<file path="config.mk">
export PLATFORM = sky130hd
export DESIGN_NAME = flash_bank_mode_ctl
export DESIGN_NICKNAME = d
export VERILOG_FILES = /design/src/rtl/fbm_pkg.sv /design/src/rtl/fbm_cmd_route.sv /design/src/rtl/fbm_bank_fsm.sv /design/src/rtl/flash_bank_mode_ctl.sv
export SDC_FILE = /design/constraint.sdc
export NUM_CORES = 1
export LEC_CHECK = 0
export BUFFER_PORTS_ARGS = -buffer_cell sky130_fd_sc_hd__buf_2
export CAP_MARGIN = 15
export CORE_UTILIZATION = 46
export CTS_CLUSTER_SIZE = 40
export DETAILED_ROUTE_END_ITERATION = 8
export PLACE_DENSITY = 0.75
export SYNTH_ARGS = -nofsm -noshare
export SYNTH_HDL_FRONTEND = slang
export SYNTH_SLANG_ARGS = --single-unit
</file>
<file path="constraint.sdc">
create_clock -name clk -period 2.9 [get_ports clk]
set_input_delay 0.145 -clock clk [delete_from_list [all_inputs] [get_ports clk]]
set_output_delay 0.145 -clock clk [all_outputs]
set_load 0.01 [all_outputs]
</file>
<file path="src/rtl/fbm_pkg.sv">
package fbm_pkg;
    localparam int MODE_W = 3;
    localparam int CMD_W  = 4;
    localparam int CNT_W  = 3;

    typedef enum logic [MODE_W-1:0] {
        MODE_READ      = 3'd0,
        MODE_SUSP_READ = 3'd1,
        MODE_SEQ       = 3'd2,
        MODE_AUTOSEL   = 3'd3,
        MODE_PGM_BUSY  = 3'd4,
        MODE_ERS_BUSY  = 3'd5
    } bank_mode_e;

    localparam logic [CMD_W-1:0] OP_RESET         = 4'd0;
    localparam logic [CMD_W-1:0] OP_UNLOCK_A      = 4'd1;
    localparam logic [CMD_W-1:0] OP_UNLOCK_B      = 4'd2;
    localparam logic [CMD_W-1:0] OP_PROG_SETUP    = 4'd3;
    localparam logic [CMD_W-1:0] OP_ERASE_SETUP   = 4'd4;
    localparam logic [CMD_W-1:0] OP_AUTOSEL_SETUP = 4'd5;
    localparam logic [CMD_W-1:0] OP_WRITE_DATA    = 4'd6;
    localparam logic [CMD_W-1:0] OP_SUSPEND       = 4'd7;
    localparam logic [CMD_W-1:0] OP_RESUME        = 4'd8;

    typedef enum logic [1:0] {
        SEQ_NONE  = 2'd0,
        SEQ_PROG  = 2'd1,
        SEQ_ERASE = 2'd2
    } seq_kind_e;
endpackage

</file>
<file path="src/rtl/fbm_cmd_route.sv">
module fbm_cmd_route
    import fbm_pkg::*;
#(
    parameter int NUM_BANKS = 4,
    parameter int BANK_W    = 2
) (
    input  logic                 cmd_valid,
    input  logic [CMD_W-1:0]     cmd_code,
    input  logic [BANK_W-1:0]    cmd_bank,
    output logic [NUM_BANKS-1:0] bank_hit,
    output logic                 any_reset
);
    assign any_reset = cmd_valid && (cmd_code == OP_RESET);

    for (genvar i = 0; i < NUM_BANKS; i++) begin : g_hit
        assign bank_hit[i] = cmd_valid && (cmd_code != OP_RESET) &&
                             (cmd_bank == BANK_W'(i));
    end
endmodule

</file>
<file path="src/rtl/fbm_bank_fsm.sv">
module fbm_bank_fsm
    import fbm_pkg::*;
(
    input  logic             clk,
    input  logic             rst_n,
    input  logic             hit,
    input  logic             any_reset,
    input  logic [CMD_W-1:0] cmd_code,
    input  logic             done,
    input  logic             timeout,
    output bank_mode_e       mode,
    output logic             drop
);
    bank_mode_e             mode_q, mode_d;
    seq_kind_e              kind_q, kind_d;
    logic [CNT_W-1:0]       cnt_q, cnt_d;
    logic                   susp_q, susp_d;
    bank_mode_e             home;

    assign home = susp_q ? MODE_SUSP_READ : MODE_READ;

    // state register
    always_ff @(posedge clk or negedge rst_n) begin
        if (!rst_n) begin
            mode_q <= MODE_READ;
            kind_q <= SEQ_NONE;
            cnt_q  <= '0;
            susp_q <= 1'b0;
        end else begin
            mode_q <= mode_d;
            kind_q <= kind_d;
            cnt_q  <= cnt_d;
            susp_q <= susp_d;
        end
    end

    // next-state
    always_comb begin
        mode_d = mode_q;
        kind_d = kind_q;
        cnt_d  = cnt_q;
        susp_d = susp_q;
        unique case (mode_q)
            MODE_READ, MODE_SUSP_READ: begin
                if (hit && cmd_code == OP_UNLOCK_A) begin          // unlock-start
                    mode_d = MODE_SEQ;
                    cnt_d  = CNT_W'(1);
                    kind_d = SEQ_NONE;
                end else if (hit && cmd_code == OP_RESUME &&
                             mode_q == MODE_SUSP_READ) begin      // resume
                    mode_d = MODE_ERS_BUSY;
                    susp_d = 1'b0;
                end
            end
            MODE_SEQ: begin
                if (any_reset) begin                               // reset-home
                    mode_d = home;
                    cnt_d  = '0;
                    kind_d = SEQ_NONE;
                end else if (hit) begin
                    if (cnt_q == CNT_W'(1) && cmd_code == OP_UNLOCK_B) begin
                        cnt_d = CNT_W'(2);
                    end else if (cnt_q == CNT_W'(2) && cmd_code == OP_PROG_SETUP) begin
                        cnt_d  = CNT_W'(3);
                        kind_d = SEQ_PROG;
                    end else if (cnt_q == CNT_W'(2) && cmd_code == OP_ERASE_SETUP &&
                                 !susp_q) begin
                        cnt_d  = CNT_W'(3);
                        kind_d = SEQ_ERASE;
                    end else if (cnt_q == CNT_W'(2) && cmd_code == OP_AUTOSEL_SETUP) begin
                        mode_d = MODE_AUTOSEL;                     // id-enter
                        cnt_d  = '0;
                    end else if (cnt_q == CNT_W'(3) && kind_q == SEQ_PROG &&
                                 cmd_code == OP_WRITE_DATA) begin
                        mode_d = MODE_PGM_BUSY;                    // pgm-start
                        cnt_d  = '0;
                        kind_d = SEQ_NONE;
                    end else if (cnt_q == CNT_W'(3) && kind_q == SEQ_ERASE &&
                                 cmd_code == OP_UNLOCK_A) begin
                        cnt_d = CNT_W'(4);
                    end else if (cnt_q == CNT_W'(4) && cmd_code == OP_UNLOCK_B) begin
                        cnt_d = CNT_W'(5);
                    end else if (cnt_q == CNT_W'(5) && cmd_code == OP_WRITE_DATA) begin
                        mode_d = MODE_ERS_BUSY;                    // ers-start
                        cnt_d  = '0;
                        kind_d = SEQ_NONE;
                    end else begin                                 // seq-abort
                        mode_d = home;
                        cnt_d  = '0;
                        kind_d = SEQ_NONE;
                    end
                end
            end
            MODE_AUTOSEL: begin
                if (any_reset) mode_d = home;                      // id-exit
            end
            MODE_PGM_BUSY: begin
                if (done || (any_reset && timeout)) mode_d = home; // pgm-done / fail-reset
            end
            MODE_ERS_BUSY: begin
                if (done || (any_reset && timeout)) begin          // ers-done / fail-reset
                    mode_d = MODE_READ;
                    susp_d = 1'b0;
                end else if (hit && cmd_code == OP_SUSPEND) begin  // suspend
                    mode_d = MODE_SUSP_READ;
                    susp_d = 1'b1;
                end
            end
            default: mode_d = MODE_READ;
        endcase
    end

    // outputs
    always_comb begin
        mode = mode_q;
        drop = 1'b0;
        unique case (mode_q)
            MODE_PGM_BUSY: drop = !done && ((any_reset && !timeout) || hit);
            MODE_ERS_BUSY: drop = !done && ((any_reset && !timeout) ||
                                            (hit && cmd_code != OP_SUSPEND));
            default:       drop = 1'b0;
        endcase
    end
endmodule

</file>
<file path="src/rtl/flash_bank_mode_ctl.sv">
module flash_bank_mode_ctl
    import fbm_pkg::*;
#(
    parameter int NUM_BANKS = 4,
    localparam int BANK_W   = (NUM_BANKS > 1) ? $clog2(NUM_BANKS) : 1
) (
    input  logic                        clk,
    input  logic                        rst_n,
    input  logic                        cmd_valid,
    input  logic [CMD_W-1:0]            cmd_code,
    input  logic [BANK_W-1:0]           cmd_bank,
    input  logic [NUM_BANKS-1:0]        op_done,
    input  logic [NUM_BANKS-1:0]        op_timeout,
    output logic [NUM_BANKS*MODE_W-1:0] bank_mode,
    output logic                        cmd_ignored
);
    logic [NUM_BANKS-1:0] bank_hit;
    logic [NUM_BANKS-1:0] bank_drop;
    logic                 any_reset;

    fbm_cmd_route #(.NUM_BANKS(NUM_BANKS), .BANK_W(BANK_W)) route_i (
        .cmd_valid (cmd_valid),
        .cmd_code  (cmd_code),
        .cmd_bank  (cmd_bank),
        .bank_hit  (bank_hit),
        .any_reset (any_reset)
    );

    for (genvar i = 0; i < NUM_BANKS; i++) begin : g_bank
        bank_mode_e mode_w;
        fbm_bank_fsm fsm_i (
            .clk       (clk),
            .rst_n     (rst_n),
            .hit       (bank_hit[i]),
            .any_reset (any_reset),
            .cmd_code  (cmd_code),
            .done      (op_done[i]),
            .timeout   (op_timeout[i]),
            .mode      (mode_w),
            .drop      (bank_drop[i])
        );
        assign bank_mode[i*MODE_W +: MODE_W] = mode_w;
    end

    always_ff @(posedge clk or negedge rst_n) begin
        if (!rst_n) cmd_ignored <= 1'b0;
        else        cmd_ignored <= |bank_drop;
    end
endmodule

</file>
Yosys cells after proc, flatten, opt, wreduce, memory -nomap -nowiden
Index checks and enable logic that the tools add are counted.

cells by class
  equality and inequality tests = 124
  multiplexer cells = 184
  reduce and logical (&&, ||, !) cells = 146

operators by type and width
  kind                                                  number
  2-to-1 mux 3 bit                                      104
  logical AND 1 bit                                     86
  2-to-1 mux 2 bit                                      40
  one-hot mux 3 bit (5 select lines)                    4
  equality test 3 x 2 -> 1 bit (second input constant)  16
  equality test 3 bit (second input constant)           16
  != test 5 x 3 -> 1 bit (second input constant)        9
  AND reduction 10 bit                                  4
  != test 6 x 3 -> 1 bit (second input constant)        6
  AND reduction 7 bit                                   4
  != test 3 x 1 -> 1 bit (second input constant)        9
  != test 3 bit (second input constant)                 9
  != test 2 x 1 -> 1 bit (second input constant)        13
  equality test 3 x 1 -> 1 bit (second input constant)  8
  one-hot mux 3 bit (2 select lines)                    4
  2-to-1 mux 1 bit                                      20
  != test 3 x 2 -> 1 bit (second input constant)        6
  equality test 4 x 3 -> 1 bit (second input constant)  4
  one-hot mux 1 bit (2 select lines)                    8
  one-hot mux 2 bit (2 select lines)                    4
  AND reduction 4 bit                                   4
  nonzero test 2 bit                                    8
  != test 5 x 2 -> 1 bit (second input constant)        3
  != test 2 bit (second input constant)                 7
  16 further kinds                                      58

storage, ports and cells
  bits in registers = 37
  bits of input ports = 17
  output and inout bits = 13
  logic and storage cells = 471

Logic depth before layout (Yosys ltp)
Gate-level depths: netlist of the first run.

  word-level depth = 13
  depth in mapped cells = 8
  mapped depth without buffers = 5

Cells and area by module
From an unflattened synthesis of the first run, not the netlist that was laid out.

unflattened totals
  cell total of the unflattened synthesis = 421
  area total of the unflattened synthesis = 3798.6 um^2

by module, submodules not included
  module               times used  cells an instance  area an instance (um^2)  sequential area each (um^2)
  fbm_bank_fsm         4           103                925.9                    225.2
  fbm_cmd_route        1           7                  62.6                     0.0
  flash_bank_mode_ctl  1           2                  32.5                     25.0

Worst setup path before layout of the first run
OpenSTA, ideal clock, no wires.

  path type = flip-flop to flip-flop
  from = reg g_bank[3].fsm_i.mode_q[1]
  to = reg g_bank[3].fsm_i.mode_q[0]
  library setup time = 0.125 ns
  arrival = 2.005 ns
  required time = 2.775 ns
  slack = 0.770 ns
  cell stages (with the launch flop) = 7
  buffers on the path = 1
  clock period less this slack = 2.130 ns
  cells stage by stage = dfrtp_1 > clkbuf_1 > or3b_2 > a21oi_1 > o21ai_0 > nand4_1 > mux2_2

on the way
  cells in the longest elaborated chain, start to end = 4
  elaborated cells between the ends (all ways) = 20
  classes of those cells = eq/ne: 15; mux: 1; reduce/logical: 4

RTL lines
  element                                                                   line                                    RTL
  start: declaration                                                        fbm_bank_fsm.sv:14                      bank_mode_e mode_q, mode_d;
  start signal: assignment                                                  fbm_bank_fsm.sv:30                      mode_q <= mode_d;
  equality test 3 x 1 -> 1 bit / logical NOT 3 bit (equally long branches)  fbm_bank_fsm.sv:43, fbm_bank_fsm.sv:50
  OR reduction 2 bit / logical AND 1 bit (equally long branches)            fbm_bank_fsm.sv:43, fbm_bank_fsm.sv:49
  != test 3 x 1 -> 1 bit (no source line)                                   -
  AND reduction 10 bit (no source line)                                     -

Parallel ways exist; a longest one is shown, timed or not.
A chain may end at the register's enable or synchronous reset.

Worst setup path in the final report of the first run
  from = reg g_bank[0].fsm_i.mode_q[2]
  to = reg g_bank[0].fsm_i.mode_q[0]

on the way
  cells in the longest elaborated chain, start to end = 4
  elaborated cells between the ends (all ways) = 20
  classes of those cells = eq/ne: 15; mux: 1; reduce/logical: 4

RTL lines
  element                                                                   line
  start: declaration                                                        fbm_bank_fsm.sv:14
  start signal: assignment                                                  fbm_bank_fsm.sv:30
  equality test 3 x 1 -> 1 bit / logical NOT 3 bit (equally long branches)  fbm_bank_fsm.sv:43, fbm_bank_fsm.sv:50
  OR reduction 2 bit / logical AND 1 bit (equally long branches)            fbm_bank_fsm.sv:43, fbm_bank_fsm.sv:49
  != test 3 x 1 -> 1 bit (no source line)                                   -
  AND reduction 10 bit (no source line)                                     -

Parallel ways exist; a longest one is shown, timed or not.

==> flow_summary.ini, run 1 <==
[placed_design]
gp_congestion = 0.9241
port_buffers = 29
dp_hpwl_um = 6515

[drt]
wire_per_inst_um = 18.16
drtIter0Drc = 321
vias = 3312
routed_wl_um = 9007
vias_per_cell = 6.677
drtPass1Iterations = 5
drcViolationCount = 0
final_antenna_net_count = 0

[sta]
setup_violations = 0
worst_slew_pin_slew_ns = 0.8060
timing.final.crit_share_pct = 78.31
setup-tns-final_ns = 0
report.final.slew_viol_count = 0
fmax_ghz = 0.4404
hold_violations = 0
rsz0062_at_grt = false
min_period_ns = 2.271
clock-skew-final_ns = 0.007392
max_slew_margin_pct = 46.27

[clocking]
cts_buffers = 5
numClockSinks = 37
cts_tree = done
cts_hold_buf = 1
cts_max_path_buffers = 2
cts_resized = 0
root_buffer = clkbuf_8
post_cts_buffers = 0
clk_latency_ns = 0.29
clk_pin_slew_worst_paths_ns = 0.07
htree_levels = 2

[setup_path]
regToRegSetupSlack_ns = 0.63
crit_required_ns = 3.07
r2r_start = g_bank[0].fsm_i.mode[2]
crit_path_end_kind = flop
crit_arrival_ns = 2.44
start_kind = flop
startpoint = g_bank[0].fsm_i.mode[2]
crit_fanout = 9
worst-setup-path-type = flop to flop

[floorplanning]
die-area_um2 = 7582
start_util_pct = 48.21
boundaryPins = 30
fp.dieW_um = 87.08
die_h_um = 87.08
core-area_um2 = 6907
num_rows = 30

[global_routing]
grt_use_total_pct = 25.21
grt_pass1_vias = 3059
grt_antenna_before_repair = 0
grt_max_degree = 38
grt_overflow_total = 0
grt_pass1_wl_um = 14920

[hold_path]
holdCritPathClass = input port to flop
timing.hold.worst.start = op_done[3]

[synth]
synth_area_um2 = 3329
synth-edff-count = 0
yosys-top-cells-area = dfrtp_1, mux2_2, a21oi_1
netlist_instances = 381
ys.flop_type = dfrtp_1
ys_seq_area_share_pct = 27.81
synth_top_cell_by_area = dfrtp_1
async_flop_share_pct = 100.0
synthDistinctLibCells = 79
yosysWarnings = 0
avgSynthCellArea_um2 = 8.739
synth-seq-cells = 37
synth_fp_nets = 398
synth.most_common_cell = dfrtp_1
synth.top_cells.by_count = dfrtp_1, nor2_1, a21oi_1
synth_top_area_share_pct = 27.81

[final_layout]
drive_above_1_share_pct = 23.00
multi_input_area_um2 = 2217
final_util_pct = 52.70
nets = 417
synthToLayoutAreaGrowth_pct = 9.320
fill_cells = 689
seqCellArea_um2 = 925.9
antenna_cells = 0

[status]
status = completed

[power_and_ir_drop]
peakVddDrop_mv = 0.3054
powerDensity_nw_per_um2 = 506.5
p_leak_uw = 0.001361

[flow_run]
drv_cap = 0
through the flow:
| step | instance area [um2] | worst slack [ns] | total power [uW] | cells | hold WS [ns] |
|---|---|---|---|---|---|
| 2_1_floorplan | 3329 | 0.7703 | 1286 | 381 | -0.1506 |
| 3_3_place_gp | 3543 | 0.5640 | 1450 | 488 | 0.2856 |
| 3_5_place_dp | 3543 | 0.4300 | 1468 | 488 | 0.2996 |
| 4_1_cts | 3640 | 0.6535 | 1848 | 496 | 0.1998 |
| 5_1_grt | 3640 | 0.4780 | 1960 | 496 | 0.2446 |
| 6_report | 3640 | 0.6292 | 1843 | 496 | 0.2010 |
routing by layer:
layer | GRT usage (%) | wire length [um] | part of all wire, % | up-vias
li1 | - | - | - | 1523
met1 | 35.07 | 3886 | 43 | 1576
met2 | 39.87 | 4137 | 46 | 184
met3 | 3.886 | 776 | 8.6 | 29
met4 | 8.485 | 207 | 2.3 | 0
met5 | 0 | 0 | 0 | -
flip-flops by register name (all words and copies together), names as in the netlist:
name and cells:
g_bank.fsm_i.cnt_q 12, g_bank.fsm_i.mode 12, g_bank.fsm_i.kind_q 8, g_bank.fsm_i.susp_q 4, cmd_ignored 1
layout by cell type, fill, tap and decap left out, types with 4 or more instances in the layout:
master    Yosys  layout
a211oi_1      4       4
a21boi_0      4       4
a21oi_1      22      22
a31oi_1      13      13
buf_2         8      29
buf_4         0      11
clkbuf_8      0       6
dfrtp_1      37      37
inv_1        14      14
mux2_1        5       5
mux2_2       12      12
mux2i_1       6       6
nand2_1      18      18
nand2b_1      7       7
nand3_1      10      10
nand3b_1      6       6
nand4_1       5       5
nor2_1       27      27
nor2b_1       9       9
nor3_1       12      12
nor3b_1       9       9
nor4_1        4       4
nor4bb_1      7       7
o211ai_1      8       8
o21ai_0      15      15
o41ai_1       4       4
or3_1         4       4
or3b_2        6       6
or4b_1        4       4
area by class of cell:
class	count	area share, %
clock buffers	7	2.372
flip-flops and latches	37	25.44
well taps	96	3.300
repair buffers	41	6.531
inverters	14	1.444
multi-input cells	301	60.91
path summary, 6_finish.rpt:
kind	end	cells after the start
max in group asynchronous	g_bank[0].fsm_i.mode[2]	2
worst max register to register	g_bank[0].fsm_i.mode[0]	5
worst max-delay path	g_bank[0].fsm_i.mode[0]	5
worst min-delay path	g_bank[3].fsm_i.susp_q	4
min in group asynchronous	g_bank[1].fsm_i.mode[1]	2
worst min register to register	g_bank[0].fsm_i.kind_q[0]	1
cell families after synthesis:
logic type / synth area share [%]
DFF: 27.81
muxes: 8.906
and+or+nand+nor: 30.14
buffers and inverters: 5.599
AOI/OAI and AO/OA: 27.55
power breakdown:
group,switching (uW),internal [uW],total [uW]
combinational,338,310,648
clock,185,189,374
sequential,219,602,821
worst max-delay path, stage by stage (launching register included):
cell	delay, ns
dfrtp_1	0.50
or3b_2	0.51
a31oi_1	0.42
a32oi_1	0.19
nand4b_1	0.19
mux2_1	0.33
No activity file was read; power rests on OpenSTA's default activity.
==> inputs of run 2 (changes only) <==
--- a/config.mk
+++ b/config.mk
@@ -10,7 +10,7 @@
 export CORE_UTILIZATION = 46
 export CTS_CLUSTER_SIZE = 40
 export DETAILED_ROUTE_END_ITERATION = 8
-export PLACE_DENSITY = 0.75
+export PLACE_DENSITY = 0.78
 export SYNTH_ARGS = -nofsm -noshare
 export SYNTH_HDL_FRONTEND = slang
 export SYNTH_SLANG_ARGS = --single-unit
==> constraint.sdc (replaced) <==
create_clock -name clk -period 2 [get_ports clk]
set_input_delay 0.1 -clock clk [delete_from_list [all_inputs] [get_ports clk]]
set_output_delay 0.1 -clock clk [all_outputs]
set_load 0.01 [all_outputs]
==> run 2 against run 1 <==
Against the previous run:
- the run now ends with setup timing left
- via count grew 8.9%
- clock-buffer cell count increased by 1
- non-clock buffer count increased by 73
- clock skew is 0.0013 ns higher
- register-to-register slack got worse by 0.67 ns
- maximum frequency increased by 11%
- global-route usage up 2.1 points
- critical path depth up 1
- flip-flop and latch count unchanged
- core utilization grew 8.6 points
- highest routed layer unchanged
==> flow_summary.ini, run 2 (synthesis results as in run 1) <==
[status]
status = finished with violations
violations = setup timing

[drt]
routed_wl_um = 10290
drtPass1Iterations = 8
wire_per_inst_um = 18.06
drtIter0Drc = 244
final_antenna_net_count = 0
vias_per_cell = 6.326
vias = 3606
drcViolationCount = 0

[sta]
final.setup.worst_slack_ns = -0.03886
hold_violations = 0
hold_slack_ns = 0.1606
fmax_ghz = 0.4905
max_slew_margin_pct = 45.41
min_period_ns = 2.039
report.final.slew_viol_count = 0
rsz0062_at_grt = true
setup_violations = 2
timing.final.crit_share_pct = 101.9
clock-skew-final_ns = 0.008710
worst_slew_pin_slew_ns = 0.8189

[setup_path]
cp.buffers_inverters = 1
start_kind = flop
cp_slowest_cell = or4b_1
cp_slowest_stage_delay_ns = 0.48
crit_required_ns = 2.20
crit_fanout = 2
crit_family = simple AND/OR/NAND/NOR gates
crit_arrival_ns = 2.24
crit_path_end_kind = flop
cp_cell_sequence = or4b_1 > a2111o_1 > a21o_1 > nand4b_1 > buf_4 > mux2i_2
worst-setup-path-type = flop to flop

[floorplanning]
boundaryPins = 30
start_util_pct = 48.21
die_h_um = 87.08
fp.dieW_um = 87.08
die-area_um2 = 7582
num_rows = 30
core-area_um2 = 6907

[final_layout]
nets = 490
antenna_cells = 0
seqCellArea_um2 = 925.9
mostFrequentLayoutCells = buf_4, dfrtp_1, buf_2
final_util_pct = 61.27
synthToLayoutAreaGrowth_pct = 27.10
drive_above_1_share_pct = 35.86
final_common_cell = buf_4
fill_cells = 617
multi_input_area_um2 = 2251

[clocking]
htree_levels = 2
root_buffer = clkbuf_8
cts_buffers = 5
clk_latency_ns = 0.29
cts_max_path_buffers = 2
numClockSinks = 37
cts_tree = done
clk_pin_slew_worst_paths_ns = 0.08

[power_and_ir_drop]
powerDensity_nw_per_um2 = 696.0
peakVddDrop_mv = 0.2927
p_leak_uw = 0.001716

[global_routing]
grt_overflow_total = 0
grt_pass1_wl_um = 16010
grt_max_degree = 38
grt_use_total_pct = 27.29
grt_pass1_vias = 3279
grt_antenna_before_repair = 0

[flow_run]
drv_cap = 0

[placed_design]
port_buffers = 29
gp_congestion = 0.9678
dp_hpwl_um = 7747

[hold_path]
holdCritPathClass = input port to flop
-- run 2: final cells by class --
type / instances / area share (%)
multi-input combinational: 301 / 53.19
sequential: 37 / 21.88
timing repair buffer: 114 / 18.95
tap: 96 / 2.839
clock buffer: 8 / 1.892
inverter: 14 / 1.242
-- run 2: worst paths after layout --
check / start / end / slack [ns] / cells after the start
setup / recovery: g_bank[0].fsm_i.susp_q / g_bank[0].fsm_i.mode[1] / -0.04 / 6
hold / removal: op_done[1] / cmd_ignored / 0.16 / 4
setup reg to reg: g_bank[0].fsm_i.susp_q / g_bank[0].fsm_i.mode[1] / -0.04 / 6
hold reg to reg: g_bank[3].fsm_i.kind_q[0] / g_bank[3].fsm_i.kind_q[0] / 0.52 / 1
max in group asynchronous: rst_n / g_bank[2].fsm_i.cnt_q[1] / 1.04 / 2
min in group asynchronous: rst_n / g_bank[1].fsm_i.susp_q / 0.44 / 2
-- run 2: per-stage QoR --
stage / instance area [um2] / TNS (ns) / instances / worst slack [ns] / power [uW]
detailed placement: 4079 / -1.632 / 556 / -0.1454 / 2395
global placement: 4079 / -0.7931 / 556 / -0.09462 / 2369
floorplan: 3343 / 0 / 381 / 0.002695 / 1871
CTS: 4189 / -0.02282 / 567 / -0.01144 / 2916
global route: 4232 / -0.3907 / 570 / -0.1158 / 3117
finish: 4232 / -0.07336 / 570 / -0.03886 / 2945
-- run 2: metal layers --
layer | part of all wire [%] | track usage (%)
met1 | 42 | 35.08
met2 | 47 | 46.67
met3 | 7.8 | 4.834
met4 | 2.8 | 8.030
met5 | 0 | 0
-- run 2: tightest hold or removal path: cells and delay by family --
kind            cells  cell delay [ns]
compound gates      1             0.09
buf+inv             1             0.07
simple gates        2             0.14
-- run 2: where the power goes --
part / total, uW / internal, uW / switching, uW
clock network: 523 / 248 / 274
logic: 1420 / 665 / 754
registers: 1000 / 876 / 128
-- run 2: what timing repair did --
action / in CTS / in global routing
hold buffers: 1 / 0
pin swaps: 0 / 5
setup buffers: 2 / 3
hold endpoints to repair: 37 / 0
gates resized for setup: 1 / 6
setup endpoints to repair: 4 / 12
==> inputs of run 3 (changes only) <==
--- a/config.mk
+++ b/config.mk
@@ -10,6 +10,7 @@
 export CORE_UTILIZATION = 46
 export CTS_CLUSTER_SIZE = 40
 export DETAILED_ROUTE_END_ITERATION = 8
+export MAX_ROUTING_LAYER = met4
 export PLACE_DENSITY = 0.78
 export SYNTH_ARGS = -nofsm -noshare
 export SYNTH_HDL_FRONTEND = slang
==> run 3 against run 2 <==
Against the previous run:
- the flow still finishes with violations (setup timing)
- critical path type unchanged
- worst hold slack lost 0.0093 ns
- die area is the same
- core utilization grew 0.13 points
- largest power group unchanged
- critical path depth shrank 1
==> flow_summary.ini, run 3 (synthesis results as in run 1) <==
[status]
status = finished with violations
violations = setup timing

[final_layout]
final_util_pct = 61.39
drive_above_1_share_pct = 36.17
final_cells = 566
antenna_cells = 0
nets = 486
mostFrequentLayoutCells = buf_4, dfrtp_1, buf_2
final_common_cell = buf_4
synthToLayoutAreaGrowth_pct = 27.36

[floorplanning]
num_rows = 30
die_h_um = 87.08
core-area_um2 = 6907
die-area_um2 = 7582
start_util_pct = 48.21
boundaryPins = 30
fp.dieW_um = 87.08

[sta]
clock-skew-final_ns = 0.007025
min_period_ns = 2.022
worst_slew_pin_slew_ns = 0.8583
timing.final.crit_share_pct = 101.1
report.final.slew_viol_count = 0
hold_slack_ns = 0.1512
max_slew_margin_pct = 42.78
fmax_ghz = 0.4947
rsz0062_at_grt = true
setup_violations = 1
hold_violations = 0
final.setup.worst_slack_ns = -0.02151
setup-tns-final_ns = -0.02151

[global_routing]
grt_pass1_vias = 3315
grt_antenna_before_repair = 0
grt_use_total_pct = 28.36
grt_pass1_wl_um = 16140
grt_max_degree = 38
grt_overflow_total = 0

[setup_path]
regToRegSetupSlack_ns = -0.02
cp_cell_sequence = or4b_1 > a2111o_1 > a21o_1 > nand4b_1 > mux2_4
start_kind = flop
crit_arrival_ns = 2.21
cp_slowest_stage_delay_ns = 0.47
crit_path_end_kind = flop
crit_family = simple AND/OR/NAND/NOR gates
cp.buffers_inverters = 0
crit_fanout = 2
crit_required_ns = 2.18
worst-setup-path-type = flop to flop
cp_slowest_cell = or4b_1

[placed_design]
dp_hpwl_um = 7520
gp_congestion = 0.9477
place_inst = 554
port_buffers = 29
dp_slack_ns = -0.1445

[flow_run]
drv_cap = 0

[clocking]
clk_pin_slew_worst_paths_ns = 0.08
cts_tree = done
numClockSinks = 37
clk_latency_ns = 0.29
root_buffer = clkbuf_8
cts_buffers = 5
htree_levels = 2
cts_max_path_buffers = 2

[drt]
wire_per_inst_um = 17.73
vias = 3550
routed_wl_um = 10030
vias_per_cell = 6.272
final_antenna_net_count = 0
drcViolationCount = 0
drtIter0Drc = 256
drtPass1Iterations = 5

[hold_path]
holdCritPathClass = input port to flop

[power_and_ir_drop]
peakVddDrop_mv = 0.3350
p_leak_uw = 0.001711
powerDensity_nw_per_um2 = 701.9
## run 3: layer usage
layer  up-vias  wire [um]  global-route usage [%]
met5         -          0                       -
met4         0        280                   9.545
met3        33        676                   4.265
met2       163       4671                   44.81
met1      1688       4407                   37.12
li1       1666          -                       -
## run 3: worst paths after layout
kind	startpoint	end	cells after the start
max	g_bank[0].fsm_i.susp_q	g_bank[0].fsm_i.mode[0]	5
min	op_done[1]	cmd_ignored	4
max reg2reg	g_bank[0].fsm_i.susp_q	g_bank[0].fsm_i.mode[0]	5
min reg2reg	g_bank[3].fsm_i.kind_q[0]	g_bank[3].fsm_i.kind_q[0]	1
max in group asynchronous	rst_n	g_bank[1].fsm_i.cnt_q[1]	2
min in group asynchronous	rst_n	g_bank[1].fsm_i.susp_q	2
## run 3: worst min-delay path, stage by stage
cell and delay (ns):
buf_2 0.08, nor3b_1 0.07, o21ai_0 0.08, nand4_1 0.07
## run 3: stage by stage
step                      cell area, um2  total power, uW
after CTS                           4175             2945
final                               4240             2976
after detailed placement            4076             2402
after global routing                4240             3155
after floorplan                     3343             1871
after global placement              4076             2373
## run 3: cell type report
type	count	area, um2
multi-input cells	301	2280
flip-flops and latches	37	927.1
clock buffers	8	80.08
repair buffers	110	780.7
fillers	618	2666
inverters	14	52.55
well taps	96	120.1
## run 3: power breakdown
part,switching (uW),internal [uW]
sequential,120,876
combinational,771,684
clock,277,248
total,1170,1810
## run 3: timing repair
| action | CTS | global route |
|---|---|---|
| cloned | 0 | 0 |
| endpoints found under the setup margin | 3 | 15 |
| resized for setup | 2 | 9 |
| hold buffers | 1 | 0 |
| pin swaps | 0 | 4 |
| endpoints found under the hold margin | 37 | 0 |
| buffers inserted | 0 | 3 |
